--- config.mk ---
export PLATFORM = sky130hd
export DESIGN_NAME = scan_tap_port
export DESIGN_NICKNAME = d
export VERILOG_FILES = /design/src/rtl/scan_tap_pkg.sv /design/src/rtl/scan_tap_fsm.sv /design/src/rtl/scan_tap_ir.sv /design/src/rtl/scan_tap_dr.sv /design/src/rtl/scan_tap_out.sv /design/src/rtl/scan_tap_port.sv
export SDC_FILE = /design/constraint.sdc
export NUM_CORES = 1
export LEC_CHECK = 0
export BUFFER_PORTS_ARGS = -buffer_cell sky130_fd_sc_hd__buf_2
export CORE_AREA = 2 2 106 108
export DETAILED_ROUTE_END_ITERATION = 7
export DIE_AREA = 0 0 108 110
export GPL_ROUTABILITY_DRIVEN = 0
export PLACE_DENSITY = 0.56
export SETUP_SLACK_MARGIN = 0.05
export SYNTH_ARGS = -nofsm -noshare
export SYNTH_HDL_FRONTEND = slang
export SYNTH_SLANG_ARGS = --single-unit
--- constraint.sdc ---
create_clock -name tck -period 2.75 [get_ports tck]
set_input_delay 0.1375 -clock tck [delete_from_list [all_inputs] [get_ports tck]]
set_output_delay 0.1375 -clock tck [all_outputs]
set_load 0.01 [all_outputs]
--- src/rtl/scan_tap_pkg.sv ---
package scan_tap_pkg;

    localparam int IR_W = 6;

    typedef enum logic [3:0] {
        ST_RESET,
        ST_IDLE,
        ST_DR_SELECT,
        ST_DR_CAPTURE,
        ST_DR_SHIFT,
        ST_DR_EXIT1,
        ST_DR_PAUSE,
        ST_DR_EXIT2,
        ST_DR_UPDATE,
        ST_IR_SELECT,
        ST_IR_CAPTURE,
        ST_IR_SHIFT,
        ST_IR_EXIT1,
        ST_IR_PAUSE,
        ST_IR_EXIT2,
        ST_IR_UPDATE
    } tap_state_e;

    typedef enum logic [1:0] {
        SEL_BYPASS,
        SEL_IDCODE,
        SEL_USIG,
        SEL_STATUS
    } dr_sel_e;

    localparam logic [IR_W-1:0] OP_IDCODE  = IR_W'(1);
    localparam logic [IR_W-1:0] OP_USIG_RD = IR_W'(2);
    localparam logic [IR_W-1:0] OP_USIG_WR = IR_W'(3);
    localparam logic [IR_W-1:0] OP_STATUS  = IR_W'(4);
    localparam logic [IR_W-1:0] OP_BYPASS  = '1;

    function automatic dr_sel_e decode_op(input logic [IR_W-1:0] op);
        dr_sel_e sel;
        case (op)
            OP_IDCODE:  sel = SEL_IDCODE;
            OP_USIG_RD: sel = SEL_USIG;
            OP_USIG_WR: sel = SEL_USIG;
            OP_STATUS:  sel = SEL_STATUS;
            OP_BYPASS:  sel = SEL_BYPASS;
            default:    sel = SEL_BYPASS;
        endcase
        return sel;
    endfunction

endpackage

--- src/rtl/scan_tap_fsm.sv ---
module scan_tap_fsm
    import scan_tap_pkg::*;
(
    input  logic       tck,
    input  logic       por_n,
    input  logic       tms,
    output tap_state_e state
);

    typedef struct packed {
        tap_state_e state;
    } fsm_t;

    fsm_t fsm_d, fsm_q;

    always_comb begin
        fsm_d = fsm_q;
        case (fsm_q.state)
            ST_RESET:      fsm_d.state = tms ? ST_RESET     : ST_IDLE;
            ST_IDLE:       fsm_d.state = tms ? ST_DR_SELECT : ST_IDLE;
            ST_DR_SELECT:  fsm_d.state = tms ? ST_IR_SELECT : ST_DR_CAPTURE;
            ST_DR_CAPTURE: fsm_d.state = tms ? ST_DR_EXIT1  : ST_DR_SHIFT;
            ST_DR_SHIFT:   fsm_d.state = tms ? ST_DR_EXIT1  : ST_DR_SHIFT;
            ST_DR_EXIT1:   fsm_d.state = tms ? ST_DR_UPDATE : ST_DR_PAUSE;
            ST_DR_PAUSE:   fsm_d.state = tms ? ST_DR_EXIT2  : ST_DR_PAUSE;
            ST_DR_EXIT2:   fsm_d.state = tms ? ST_DR_UPDATE : ST_DR_SHIFT;
            ST_DR_UPDATE:  fsm_d.state = tms ? ST_DR_SELECT : ST_IDLE;
            ST_IR_SELECT:  fsm_d.state = tms ? ST_RESET     : ST_IR_CAPTURE;
            ST_IR_CAPTURE: fsm_d.state = tms ? ST_IR_EXIT1  : ST_IR_SHIFT;
            ST_IR_SHIFT:   fsm_d.state = tms ? ST_IR_EXIT1  : ST_IR_SHIFT;
            ST_IR_EXIT1:   fsm_d.state = tms ? ST_IR_UPDATE : ST_IR_PAUSE;
            ST_IR_PAUSE:   fsm_d.state = tms ? ST_IR_EXIT2  : ST_IR_PAUSE;
            ST_IR_EXIT2:   fsm_d.state = tms ? ST_IR_UPDATE : ST_IR_SHIFT;
            ST_IR_UPDATE:  fsm_d.state = tms ? ST_DR_SELECT : ST_IDLE;
            default:       fsm_d.state = ST_RESET;
        endcase
    end

    always_ff @(posedge tck or negedge por_n) begin
        if (!por_n) begin
            fsm_q <= '{state: ST_RESET};
        end else begin
            fsm_q <= fsm_d;
        end
    end

    assign state = fsm_q.state;

endmodule

--- src/rtl/scan_tap_ir.sv ---
module scan_tap_ir
    import scan_tap_pkg::*;
#(
    parameter logic [IR_W-1:0] CAPTURE_OP = OP_IDCODE
) (
    input  logic            tck,
    input  logic            por_n,
    input  tap_state_e      state,
    input  logic            tdi,
    output logic            ir_lsb,
    output logic [IR_W-1:0] ir_active
);

    typedef struct packed {
        logic [IR_W-1:0] shift;
        logic [IR_W-1:0] active;
    } ir_t;

    ir_t ir_d, ir_q;

    always_comb begin
        ir_d = ir_q;
        case (state)
            ST_RESET:      ir_d.active = CAPTURE_OP;
            ST_IR_CAPTURE: ir_d.shift  = CAPTURE_OP;
            ST_IR_SHIFT:   ir_d.shift  = {tdi, ir_q.shift[IR_W-1:1]};
            ST_IR_UPDATE:  ir_d.active = ir_q.shift;
            default:       ir_d = ir_q;
        endcase
    end

    always_ff @(posedge tck or negedge por_n) begin
        if (!por_n) begin
            ir_q <= '{shift: '0, active: CAPTURE_OP};
        end else begin
            ir_q <= ir_d;
        end
    end

    assign ir_lsb    = ir_q.shift[0];
    assign ir_active = ir_q.active;

endmodule

--- src/rtl/scan_tap_dr.sv ---
module scan_tap_dr
    import scan_tap_pkg::*;
#(
    parameter int              ID_W      = 32,
    parameter logic [ID_W-1:0] ID_VALUE  = 32'h1B3C_5A71,
    parameter int              USIG_W    = 16,
    parameter logic [USIG_W-1:0] USIG_INIT = 16'hA5C3,
    parameter int              STAT_W    = 12
) (
    input  logic              tck,
    input  logic              por_n,
    input  tap_state_e        state,
    input  logic              tdi,
    input  dr_sel_e           sel,
    input  logic              usig_wr_en,
    input  logic [STAT_W-1:0] status_in,
    output logic              dr_lsb,
    output logic [USIG_W-1:0] usig
);

    localparam int WIDE_A = (ID_W > USIG_W) ? ID_W : USIG_W;
    localparam int DR_W   = (WIDE_A > STAT_W) ? WIDE_A : STAT_W;
    localparam int IDX_W  = (DR_W > 1) ? $clog2(DR_W) : 1;

    localparam logic [IDX_W-1:0] TOP_ID   = IDX_W'(ID_W - 1);
    localparam logic [IDX_W-1:0] TOP_USIG = IDX_W'(USIG_W - 1);
    localparam logic [IDX_W-1:0] TOP_STAT = IDX_W'(STAT_W - 1);
    localparam logic [IDX_W-1:0] TOP_BYP  = '0;

    typedef struct packed {
        logic [DR_W-1:0]   shift;
        logic [USIG_W-1:0] usig;
    } dr_t;

    dr_t              dr_d, dr_q;
    logic [IDX_W-1:0] top_idx;
    logic [DR_W-1:0]  shifted;

    // Insertion point of TDI: top bit of the selected path length.
    always_comb begin
        case (sel)
            SEL_IDCODE: top_idx = TOP_ID;
            SEL_USIG:   top_idx = TOP_USIG;
            SEL_STATUS: top_idx = TOP_STAT;
            default:    top_idx = TOP_BYP;
        endcase
    end

    always_comb begin
        shifted          = dr_q.shift >> 1;
        shifted[top_idx] = tdi;
    end

    always_comb begin
        dr_d = dr_q;
        case (state)
            ST_DR_CAPTURE: begin
                case (sel)
                    SEL_IDCODE: dr_d.shift = DR_W'({ID_VALUE[ID_W-1:1], 1'b1});
                    SEL_USIG:   dr_d.shift = DR_W'(dr_q.usig);
                    SEL_STATUS: dr_d.shift = DR_W'(status_in);
                    default:    dr_d.shift = '0;
                endcase
            end
            ST_DR_SHIFT: begin
                dr_d.shift = shifted;
            end
            ST_DR_UPDATE: begin
                if (usig_wr_en) begin
                    dr_d.usig = dr_q.shift[USIG_W-1:0];
                end
            end
            default: begin
                dr_d = dr_q;
            end
        endcase
    end

    always_ff @(posedge tck or negedge por_n) begin
        if (!por_n) begin
            dr_q <= '{shift: '0, usig: USIG_INIT};
        end else begin
            dr_q <= dr_d;
        end
    end

    assign dr_lsb = dr_q.shift[0];
    assign usig   = dr_q.usig;

endmodule

--- src/rtl/scan_tap_out.sv ---
module scan_tap_out
    import scan_tap_pkg::*;
(
    input  logic       tck,
    input  logic       por_n,
    input  tap_state_e state,
    input  logic       ir_lsb,
    input  logic       dr_lsb,
    output logic       tdo,
    output logic       tdo_oe
);

    typedef struct packed {
        logic tdo;
        logic oe;
    } out_t;

    out_t out_d, out_q;

    always_comb begin
        out_d    = out_q;
        out_d.oe = 1'b0;
        case (state)
            ST_DR_SHIFT: begin
                out_d.tdo = dr_lsb;
                out_d.oe  = 1'b1;
            end
            ST_IR_SHIFT: begin
                out_d.tdo = ir_lsb;
                out_d.oe  = 1'b1;
            end
            default: begin
                out_d.tdo = out_q.tdo;
            end
        endcase
    end

    // Falling-edge stage: the output settles half a clock before the far end samples it.
    always_ff @(negedge tck or negedge por_n) begin
        if (!por_n) begin
            out_q <= '{tdo: 1'b0, oe: 1'b0};
        end else begin
            out_q <= out_d;
        end
    end

    assign tdo    = out_q.tdo;
    assign tdo_oe = out_q.oe;

endmodule

--- src/rtl/scan_tap_port.sv ---
module scan_tap_port
    import scan_tap_pkg::*;
#(
    parameter int                ID_W      = 32,
    parameter logic [ID_W-1:0]   ID_VALUE  = 32'h1B3C_5A71,
    parameter int                USIG_W    = 16,
    parameter logic [USIG_W-1:0] USIG_INIT = 16'hA5C3,
    parameter int                STAT_W    = 12
) (
    input  logic              tck,
    input  logic              por_n,
    input  logic              tms,
    input  logic              tdi,
    input  logic [STAT_W-1:0] status_in,
    output logic              tdo,
    output logic              tdo_oe
);

    tap_state_e        state;
    logic              ir_lsb;
    logic [IR_W-1:0]   ir_active;
    dr_sel_e           dr_sel;
    logic              usig_wr_en;
    logic              dr_lsb;
    logic [USIG_W-1:0] usig;

    assign dr_sel     = decode_op(ir_active);
    assign usig_wr_en = (ir_active == OP_USIG_WR);

    scan_tap_fsm u_fsm (
        .tck   (tck),
        .por_n (por_n),
        .tms   (tms),
        .state (state)
    );

    scan_tap_ir #(
        .CAPTURE_OP (OP_IDCODE)
    ) u_ir (
        .tck       (tck),
        .por_n     (por_n),
        .state     (state),
        .tdi       (tdi),
        .ir_lsb    (ir_lsb),
        .ir_active (ir_active)
    );

    scan_tap_dr #(
        .ID_W      (ID_W),
        .ID_VALUE  (ID_VALUE),
        .USIG_W    (USIG_W),
        .USIG_INIT (USIG_INIT),
        .STAT_W    (STAT_W)
    ) u_dr (
        .tck        (tck),
        .por_n      (por_n),
        .state      (state),
        .tdi        (tdi),
        .sel        (dr_sel),
        .usig_wr_en (usig_wr_en),
        .status_in  (status_in),
        .dr_lsb     (dr_lsb),
        .usig       (usig)
    );

    scan_tap_out u_out (
        .tck    (tck),
        .por_n  (por_n),
        .state  (state),
        .ir_lsb (ir_lsb),
        .dr_lsb (dr_lsb),
        .tdo    (tdo),
        .tdo_oe (tdo_oe)
    );

endmodule

# Word-level counts from Yosys, hierarchy flattened
# Index checks and enable logic that the tools add are counted.
# Widths: inputs -> output; s select.
# classes
n_eq_ne	22
magnitude_cmp	2
n_mux	24
reduce_logical	12
# ops
operator	n
$pmux 29 s3	1
$pmux 32 s2	1
$pmux 4 s12	1
$bwmux 32	1
$eq 4x4->1 const B	8
$pmux 6 s2	2
$eq 4x3->1 const B	4
$mux 4	4
$pmux 5 s3	1
$eq 6x2->1 const B	2
$eq 4x2->1 const B	2
$reduce_bool 2->1	4
$reduce_or 2->1	4
$eq 6x1->1 const B	1
$eq 6x3->1 const B	1
$lt 5x6->1 const B	1
$mux 2	3
$mux 3	2
$pmux 2 s3	1
$demux 1 s5	1
$ge 5x1->1 const B	1
$mux 1	5
$eq 2x2->1 const B	2
$eq 4x1->1 const B	1
other kinds (6)	6
# totals
word_cells	67
output_inout_bits	2
register_bits	66
inputBits	16

# Depth between registers and ports, before layout
# Gate-level depths: netlist of run 1.
# depth
depth_word	11
ltp_mapped	9
depth_no_buf	8

# Modules after synthesis
# Synthesis of run 1 repeated with hierarchy kept, for this count alone.
# unflattened
cells_unflattened	312
area_unflattened_um2	3409.5
# by_module_without_submodules
mod	cells_each	n_inst	area_each_um2	seq_area_each_um2
scan_tap_dr	197	1	2358.5	1211.2
scan_tap_ir	63	1	576.8	301.5
scan_tap_fsm	37	1	314.1	100.1
scan_tap_out	7	1	92.6	50.0
scan_tap_port	8	1	67.6	0.0

==> results.json, run 1 <==
{
  "grt_overflow_total": 0,
  "pre_cts_slack_ns": 0.156,
  "path_cells": "or4b_4 -> nand2_1 -> a31oi_1",
  "power_switching_mw": 1.66,
  "max-vdd-ir-drop_mv": 0.417,
  "grt_setup_unrepaired": "no",
  "wl_microns": 7100,
  "synth.distinct_cells": 51,
  "register_area_sq_um": 1660,
  "pwr_density_cell_nw_per_um2": 1150,
  "die_area_sq_um": 11900,
  "synth.most_common_cell": "dfrtp_1",
  "slowest_stage": "or4b_4",
  "finalNonFillerCells": 484,
  "drt.antenna.violating_nets": 0,
  "first_iter_violations": 109,
  "status": "finished, final reports clean",
  "skew_ns": 0.0148,
  "switching_share_pct": 37.9,
  "clock_sinks": 66,
  "wl_per_cell_microns": 14.7,
  "ys_seq_area_share_pct": 50.7,
  "r2r-end": "u_out.tdo",
  "hold_viol_final": 0,
  "ys_top_cells_by_area": "dfrtp_1, dfstp_2, mux2_1, a21oi_1, nand2_1",
  "drc": 0,
  "syn_nets": 345,
  "grt_start_max_net_pins": 65,
  "synth_compound_gate_area_share_pct": 20.7,
  "fillCellCount": 1083,
  "multiInputGateArea_sq_um": 1470,
  "comb_power_share_pct": 40.5,
  "fp.dieW_microns": 108,
  "ys_top_cells_by_count": "dfrtp_1, nand2_1, a21oi_1, o21ai_1, mux2_1",
  "cp_data_arrival_time_ns": 1.41,
  "path_class": "reg2reg",
  "grt_pass1_wl_microns": 12000,
  "die_h_microns": 110,
  "fp.coreArea_sq_um": 10700,
  "via_per_inst": 5.06,
  "yosysTopAreaCellShare_pct": 42.0,
  "antenna_found_initial": 0,
  "p_clk_share_pct": 23.2,
  "setup_tns_ns": 0,
  "tightest_slew_ns": 0.794,
  "io_pins": 18,
  "cts_root_buffer": "clkbuf_8",
  "seq_power_share_pct": 36.3,
  "num_vias": 2447,
  "critical_path_required_ns": 1.54,
  "dpl.cell_count": 468,
  "hpwl_microns": 4790,
  "ff2ff_setup_slack_ns": 0.13,
  "maxCapViolCount": 0,
  "synth-seq-cells": 66,
  "yosysTopAreaCell": "dfrtp_1",
  "r2r_cells": 3,
  "yosys.area_share.simple_pct": 12.9,
  "p_int_mw": 2.72,
  "cts_buffers": 9,
  "setup_viol": 0,
  "timing.slew.headroom_pct": 47.1,
  "cts_tree": "yes",
  "holdWs_ns": 0.0670,
  "grt_pass1_vias": 2374,
  "hp-class": "in2async",
  "synth_top_family_by_area": "compound AO/OA/AOI/OAI gates",
  "critPathLaunchType": "flip-flop",
  "clk_latency_ns": 0.34,
  "fin_area_sq_um": 3790,
  "first_pass_iters": 4,
  "drv_slew": 0,
  "portBuffers": 17,
  "diodes": 0,
  "grt_usage_pct": 13.2,
  "crit_path_end_kind": "flip-flop",
  "async_flop_share_pct": 100,
  "netlist_area_sq_um": 3280,
  "fin_util_pct": 35.4,
  "initial_core_util_pct": 30.7,
  "area_growth_pct": 15.5,
  "syn-mean-instance-area_sq_um": 10.2,
  "rows": 38,
  "synth-adder-area-share_pct": 3.05,
  "ys_warn_count": 0,
  "synth_xor_area_share_pct": 0.534,
  "synth-edff-count": 0,
  "timing.final.ws_setup_ns": 0.131,
  "clk_pin_slew_worst_paths_ns": 0.08,
  "syn_inst": 321,
  "nets": 363,
  "cts-htree-levels": 3,
  "drive_gt1_share_pct": 19.8,
  "slowest_delay_ns": 0.54,
  "ctsLongestPathBuffers": 2,
  "synthMuxAreaShare_pct": 7.44,
  "r2r-start": "u_fsm.state[3]",
  "path_max_fanout": 2,
  "placed_area_sq_um": 3530,
  "synth_ff_type": "dfrtp_1",
  "power.total_mw": 4.37,
  "cellLeakagePower_nw": 1.63
}
-- cell type report --
type	count	share of cell area (%)
sequential	66	43.9
multi-input combinational	222	38.7
timing repair buffer	32	5.32
tap	140	4.62
clock buffer	10	3.63
clock inverter	6	3.01
inverter	8	0.793
-- repair_timing --
action | 4_1_cts | 5_1_grt
resized for setup | 0 | 2
setup buffers | 0 | 0
endpoints found under the setup margin | 0 | 1
hold buffers | 0 | 0
-- worst max-delay path: cells and delay by family (launching register included) --
family             cells  cell delay, ns
DFF                    1            0.39
and+or+nand+nor        2            0.63
AOI/OAI and AO/OA      1            0.07
-- placed cells by master (no fill, tap or decap), drive strengths merged, types with 3 or more instances in the layout --
cell type,instances
dfrtp,55
nand2,38
buf,32
a21oi,29
o21ai,29
mux2,19
nor2,15
a22oi,12
clkbuf,10
nor3,9
dfstp,9
o22ai,8
ha,8
inv,8
nand3,6
a22o,6
o221a,6
nor2b,5
mux2i,3
bufinv,3
-- routing by layer --
| layer | global-route usage, % | wire length (microns) | up-vias |
|---|---|---|---|
| li1 | - | - | 1199 |
| met1 | 16.7 | 3310 | 1198 |
| met2 | 21.1 | 3370 | 41 |
| met3 | 4.12 | 274 | 9 |
| met4 | 5.13 | 140 | 0 |
| met5 | 0 | 0 | - |
-- worst max-delay path by stage --
| stage | start | endpoint | slack (ns) | depth (start not counted) |
|---|---|---|---|---|
| 2_1_floorplan | u_fsm.state[3] | u_out.tdo | -0.18 | 6 |
| 3_3_place_gp | u_fsm.state[3] | u_out.tdo | 0.17 | 3 |
| 3_5_place_dp | u_fsm.state[3] | u_out.tdo | 0.16 | 3 |
| 4_1_cts | u_fsm.state[3] | u_out.tdo | 0.14 | 3 |
| 5_1_grt | u_fsm.state[3] | u_out.tdo | 0.06 | 3 |
| 6_report | u_fsm.state[3] | u_out.tdo | 0.13 | 3 |
-- cell families after synthesis --
| logic type | Yosys count |
|---|---|
| buf+inv | 33 |
| flops | 66 |
| simple gates | 85 |
| fa+ha+maj | 8 |
| mux | 22 |
| compound gates | 105 |
| xor+xnor | 2 |
-- power by group through the flow --
| stage | registers (mW) | clock network, mW | logic (mW) |
|---|---|---|---|
| after floorplan | 1.53 | 0 | 1.40 |
| after global routing | 1.64 | 1.09 | 2.02 |
| after detailed placement | 1.61 | 0 | 1.79 |
| final | 1.59 | 1.01 | 1.77 |
| after global placement | 1.60 | 0 | 1.74 |
| after CTS | 1.59 | 1.04 | 1.80 |
-- registers in the layout, summed over array words and instances (netlist names) --
name,count
u_dr.dr_lsb,1
u_out.tdo,1
u_ir.ir_q,5
u_ir.ir_lsb,1
u_fsm.state,4
u_dr.dr_q,31
u_out.tdo_oe,1
u_dr.usig,16
u_ir.ir_active,6
Note: power is estimated with default switching activity, not from simulation.
==> inputs of run 2 (changes only) <==
--- a/config.mk
+++ b/config.mk
@@ -6,11 +6,12 @@
 export NUM_CORES = 1
 export LEC_CHECK = 0
 export BUFFER_PORTS_ARGS = -buffer_cell sky130_fd_sc_hd__buf_2
-export CORE_AREA = 2 2 106 108
+export CORE_AREA = 2 2 77 79
+export CTS_BUF_LIST = sky130_fd_sc_hd__clkbuf_8 sky130_fd_sc_hd__clkbuf_16
 export DETAILED_ROUTE_END_ITERATION = 7
-export DIE_AREA = 0 0 108 110
+export DIE_AREA = 0 0 79 81
 export GPL_ROUTABILITY_DRIVEN = 0
-export PLACE_DENSITY = 0.56
+export PLACE_DENSITY = 0.88
 export SETUP_SLACK_MARGIN = 0.05
 export SYNTH_ARGS = -nofsm -noshare
 export SYNTH_HDL_FRONTEND = slang
==> run 2 against run 1 <==
Against the previous run:
- register-to-register slack about the same
- global-route usage increased by 9.8 points
- combinational power decreased by 3%
- non-clock buffer count decreased by 4
- utilization increased by 28 points
- clock power decreased by 29%
- wire length decreased by 6.8%
- sequential power about the same
- worst setup slack got worse by 0.0077 ns
- die area decreased by 46%
- final cell count decreased by 14%
- critical path depth unchanged
- critical path type unchanged
- largest cell class unchanged
==> results.json, run 2 (synthesized netlist as in run 1, its figures left out) <==
{
  "crit_buf_inv": 0,
  "multiInputGateArea_sq_um": 1470,
  "diodes": 0,
  "hp-class": "in2reg",
  "nets": 359,
  "grt_start_max_net_pins": 61,
  "grt_setup_unrepaired": "yes",
  "wl_per_cell_microns": 15.9,
  "critical_path_required_ns": 1.56,
  "path_class": "reg2reg",
  "drt.antenna.violating_nets": 0,
  "die_area_sq_um": 6400,
  "register_area_sq_um": 1660,
  "rows": 28,
  "maxCapViolCount": 0,
  "cellLeakagePower_nw": 1.58,
  "crit_path_end_kind": "flip-flop",
  "grt_overflow_total": 0,
  "layout_commonest_cell": "dfrtp_1",
  "largest_reg_flops": 31,
  "wl_microns": 6610,
  "max-vdd-ir-drop_mv": 0.506,
  "clk_latency_ns": 0.35,
  "first_pass_iters": 4,
  "slowest_stage": "or4b_4",
  "drv_slew": 0,
  "io_pins": 18,
  "cts_root_buffer": "clkbuf_8",
  "placed_area_sq_um": 3410,
  "via_per_inst": 5.93,
  "clk_pin_slew_worst_paths_ns": 0.06,
  "drc": 0,
  "setup_viol": 0,
  "status": "finished, final reports clean",
  "fin_area_sq_um": 3600,
  "num_vias": 2459,
  "grt_pass1_vias": 2410,
  "drive_gt1_share_pct": 18.2,
  "slowest_delay_ns": 0.54,
  "dpl.cell_count": 398,
  "final_cell_mix": "dfrtp_1, nand2_1, a21oi_1",
  "pre_cts_slack_ns": 0.129,
  "skew_ns": 0.0206,
  "finalNonFillerCells": 415,
  "pwr_density_cell_nw_per_um2": 1120,
  "tightest_slew_ns": 0.729,
  "grt_pass1_wl_microns": 11200,
  "cts-htree-levels": 3,
  "cts_buffers": 9,
  "ctsLongestPathBuffers": 2,
  "largest-register": "u_dr.dr_q",
  "critPathLaunchType": "flip-flop",
  "timing.slew.headroom_pct": 51.4,
  "cp_top_family": "simple AND/OR/NAND/NOR gates",
  "fillCellCount": 466,
  "fp.dieW_microns": 79,
  "fp.coreArea_sq_um": 5680,
  "power.total_mw": 4.02,
  "initial_core_util_pct": 57.8,
  "portBuffers": 17,
  "cts_tree": "yes",
  "grt_usage_pct": 23.0,
  "timing.final.ws_setup_ns": 0.124,
  "first_iter_violations": 166,
  "path_cells": "or4b_4 -> nand2_1 -> a31oi_1",
  "path_max_fanout": 2,
  "area_growth_pct": 9.76,
  "die_h_microns": 81,
  "hpwl_microns": 4410,
  "hold_viol_final": 0,
  "antenna_found_initial": 0,
  "clock_sinks": 66,
  "cp_data_arrival_time_ns": 1.43
}
-- run 2: worst paths after layout --
| kind | endpoint | start | depth (start not counted) | slack (ns) |
|---|---|---|---|---|
| worst min register to register | u_dr.dr_q[45] | u_dr.dr_q[46] | 1 | 0.49 |
| min in group asynchronous | u_fsm.state[2] | por_n | 2 | 0.17 |
| max in group asynchronous | u_out.tdo_oe | por_n | 2 | 1.08 |
| worst max register to register | u_out.tdo | u_fsm.state[3] | 3 | 0.12 |
| worst max-delay path | u_out.tdo | u_fsm.state[3] | 3 | 0.12 |
| worst min-delay path | u_ir.ir_q[11] | tdi | 3 | 0.13 |
-- run 2: metrics by stage --
stage,util [%],hold WS [ns],TNS (ns)
floorplan,-,-0.158,-0.184
global placement,60.1,-0.00611,0
detailed placement,60.1,-0.0000137,0
CTS,63.3,0.111,0
finish,63.4,0.126,0
global route,63.4,0.151,0
-- run 2: layout make-up --
cell class	count	area share (%)
multi-input cells	222	40.8
inverters	8	0.834
repair buffers	28	4.83
clock inverters	6	0.973
well taps	75	2.61
clock buffers	10	3.82
flip-flops and latches	66	46.2
-- run 2: layer usage --
layer | global-route usage (%) | wire (microns) | vias up
li1 | - | - | 1190
met1 | 28.5 | 2890 | 1183
met2 | 37.1 | 3240 | 66
met3 | 6.44 | 303 | 20
met4 | 11.7 | 179 | 0
met5 | 0 | 0 | -
-- run 2: power breakdown --
group	leakage, nW	switching (mW)	internal, mW
clock	0.0932	0.371	0.344
sequential	0.822	0.255	1.34
combinational	0.667	1.01	0.700
-- run 2: what timing repair did --
item                                   in CTS  in global routing
setup buffers                               0                  0
gates resized for setup                     0                  2
endpoints found under the hold margin       4                  0
setup endpoints to repair                   0                  2
hold buffers                                1                  0
-- run 2: worst reg2reg max path: stages (launching register included) --
cell and delay, ns:
dfrtp_1 0.39, or4b_4 0.54, nand2_1 0.08, a31oi_1 0.08
==> inputs of run 3 (changes only) <==
--- a/config.mk
+++ b/config.mk
@@ -6,6 +6,7 @@
 export NUM_CORES = 1
 export LEC_CHECK = 0
 export BUFFER_PORTS_ARGS = -buffer_cell sky130_fd_sc_hd__buf_2
+export CAP_MARGIN = 10
 export CORE_AREA = 2 2 77 79
 export CTS_BUF_LIST = sky130_fd_sc_hd__clkbuf_8 sky130_fd_sc_hd__clkbuf_16
 export DETAILED_ROUTE_END_ITERATION = 7
==> constraint.sdc (replaced) <==
create_clock -name tck -period 3.2 [get_ports tck]
set_input_delay 0.16 -clock tck [delete_from_list [all_inputs] [get_ports tck]]
set_output_delay 0.16 -clock tck [all_outputs]
set_load 0.01 [all_outputs]
==> run 3 against run 2 <==
Against the previous run:
- global-route usage fell by 0.61 points
- design area fell by 0.17%
- utilization fell by 0.11 points
- wire length fell by 2.1%
- non-clock buffer count fell by 3
- critical path depth rose by 2
- die area did not move
- sequential power fell by 14%
- via count fell by 1.1%
- critical path type unchanged
- critical endpoint unchanged
- largest cell class unchanged
- largest power group unchanged
==> results.json, run 3 (synthesized netlist as in run 1, its figures left out) <==
{
  "grt_usage_pct": 22.4,
  "hpwl_microns": 4190,
  "final_cell_mix": "dfrtp_1, nand2_1, a21oi_1",
  "ctsLongestPathBuffers": 2,
  "antenna_found_initial": 0,
  "pwr_density_cell_nw_per_um2": 976,
  "diodes": 0,
  "num_vias": 2433,
  "drv_slew": 0,
  "grt_overflow_total": 0,
  "timing.final.ws_setup_ns": 0.338,
  "r2r-start": "u_fsm.state[3]",
  "path_class": "reg2reg",
  "largest-register": "u_dr.dr_q",
  "clk_pin_slew_worst_paths_ns": 0.07,
  "cts_setup_buffers": 0,
  "seq_power_share_pct": 38.9,
  "power_switching_mw": 1.37,
  "via_per_inst": 5.91,
  "wl_per_cell_microns": 15.7,
  "first_iter_violations": 181,
  "clk_latency_ns": 0.34,
  "slowest_stage": "dfrtp_1",
  "p_clk_share_pct": 19.6,
  "portBuffers": 17,
  "cp.depth": 5,
  "cp_data_arrival_time_ns": 1.43,
  "path_max_fanout": 18,
  "cellLeakagePower_nw": 1.59,
  "max-vdd-ir-drop_mv": 0.505,
  "tightest_slew_ns": 0.766,
  "fp.dieW_microns": 79,
  "die_h_microns": 81,
  "cts_tree": "yes",
  "ff2ff_setup_slack_ns": 0.34,
  "setup_tns_ns": 0,
  "cts_buffers": 9,
  "critical_path_required_ns": 1.77,
  "layout_commonest_cell": "dfrtp_1",
  "fp.coreArea_sq_um": 5680,
  "hold_viol_final": 0,
  "r2r-end": "u_out.tdo",
  "crit_path_end_kind": "flip-flop",
  "hp-class": "in2async",
  "pre_cts_slack_ns": 0.367,
  "timing.slew.headroom_pct": 49.0,
  "status": "finished, final reports clean",
  "crit_buf_inv": 1,
  "critPathLaunchType": "flip-flop",
  "die_area_sq_um": 6400,
  "cp_top_family": "simple AND/OR/NAND/NOR gates",
  "holdBufCountCts": 0,
  "setup_viol": 0,
  "initial_core_util_pct": 57.8,
  "cp-startpoint": "u_fsm.state[3]",
  "nets": 356,
  "grt_setup_unrepaired": "no",
  "clock_sinks": 66,
  "grt_pass1_wl_microns": 10900,
  "maxCapViolCount": 0,
  "switching_share_pct": 39.0,
  "io_pins": 18,
  "skew_ns": 0.0136,
  "ctsResizeCount": 0,
  "wl_microns": 6470,
  "first_pass_iters": 4,
  "drc": 0,
  "slowest_delay_ns": 0.35,
  "p_int_mw": 2.14,
  "rows": 28,
  "r2r_cells": 5,
  "largest_reg_flops": 31,
  "cts_root_buffer": "clkbuf_8",
  "cts-htree-levels": 3,
  "cp-endpoint": "u_out.tdo",
  "grt_start_max_net_pins": 65,
  "drive_gt1_share_pct": 16.9,
  "comb_power_share_pct": 41.5,
  "grt_pass1_vias": 2320,
  "drt.antenna.violating_nets": 0,
  "area_growth_pct": 9.57,
  "path_cells": "buf_4 -> nor2b_1 -> nand3_1 -> nor2_1 -> a31oi_1"
}
[run 3: routing by layer]
metal / vias up / GRT usage [%] / part of all wire (%)
met3: 8 / 7.22 / 3.9
met2: 45 / 36.2 / 50
met1: 1194 / 28.6 / 45
met4: 0 / 7.76 / 1.5
met5: - / 0 / 0
li1: 1186 / - / -
[run 3: worst register-to-register path: stages, from the launching register on]
cell and delay (ns):
dfrtp_1 0.35, buf_4 0.22, nor2b_1 0.21, nand3_1 0.14, nor2_1 0.13, a31oi_1 0.05
[run 3: cell type report]
type,instances,area [sq um]
Sequential cell,66,1660
Tap cell,75,93.8
Clock buffer,11,151
Inverter,8,30.0
Fill cell,461,2080
Timing Repair Buffer,25,145
Multi-Input combinational cell,222,1470
Clock inverter,5,46.3
[run 3: power by group through the flow]
| stage | registers (mW) | logic [mW] | clock network (mW) |
|---|---|---|---|
| 2_1_floorplan | 1.32 | 1.20 | 0 |
| 3_3_place_gp | 1.36 | 1.39 | 0 |
| 3_5_place_dp | 1.37 | 1.45 | 0 |
| 4_1_cts | 1.36 | 1.46 | 0.705 |
| 5_1_grt | 1.40 | 1.65 | 0.738 |
| 6_report | 1.37 | 1.46 | 0.688 |
[run 3: how the worst min path moves through the flow]
stage	endpoint	slack (ns)	cells past startpoint
after floorplan	u_dr.dr_lsb	-0.14	0
after global placement	u_dr.dr_q[41]	0.47	2
after detailed placement	u_dr.dr_q[44]	0.47	2
after CTS	u_dr.dr_q[23]	0.11	2
after global routing	u_dr.dr_q[23]	0.15	2
final	u_dr.dr_q[23]	0.09	2
[run 3: through the flow]
step                      cell area (sq um)  power (mW)  hold slack (ns)  utilization [%]  instances
after global placement                 3400        2.75            0.473             59.9        396
after CTS                              3590        3.53            0.109             63.3        412
after global routing                   3590        3.78            0.153             63.3        412
after detailed placement               3400        2.82            0.474             59.9        396
after floorplan                        3290        2.52           -0.136                -        321
final                                  3590        3.51           0.0881             63.3        412
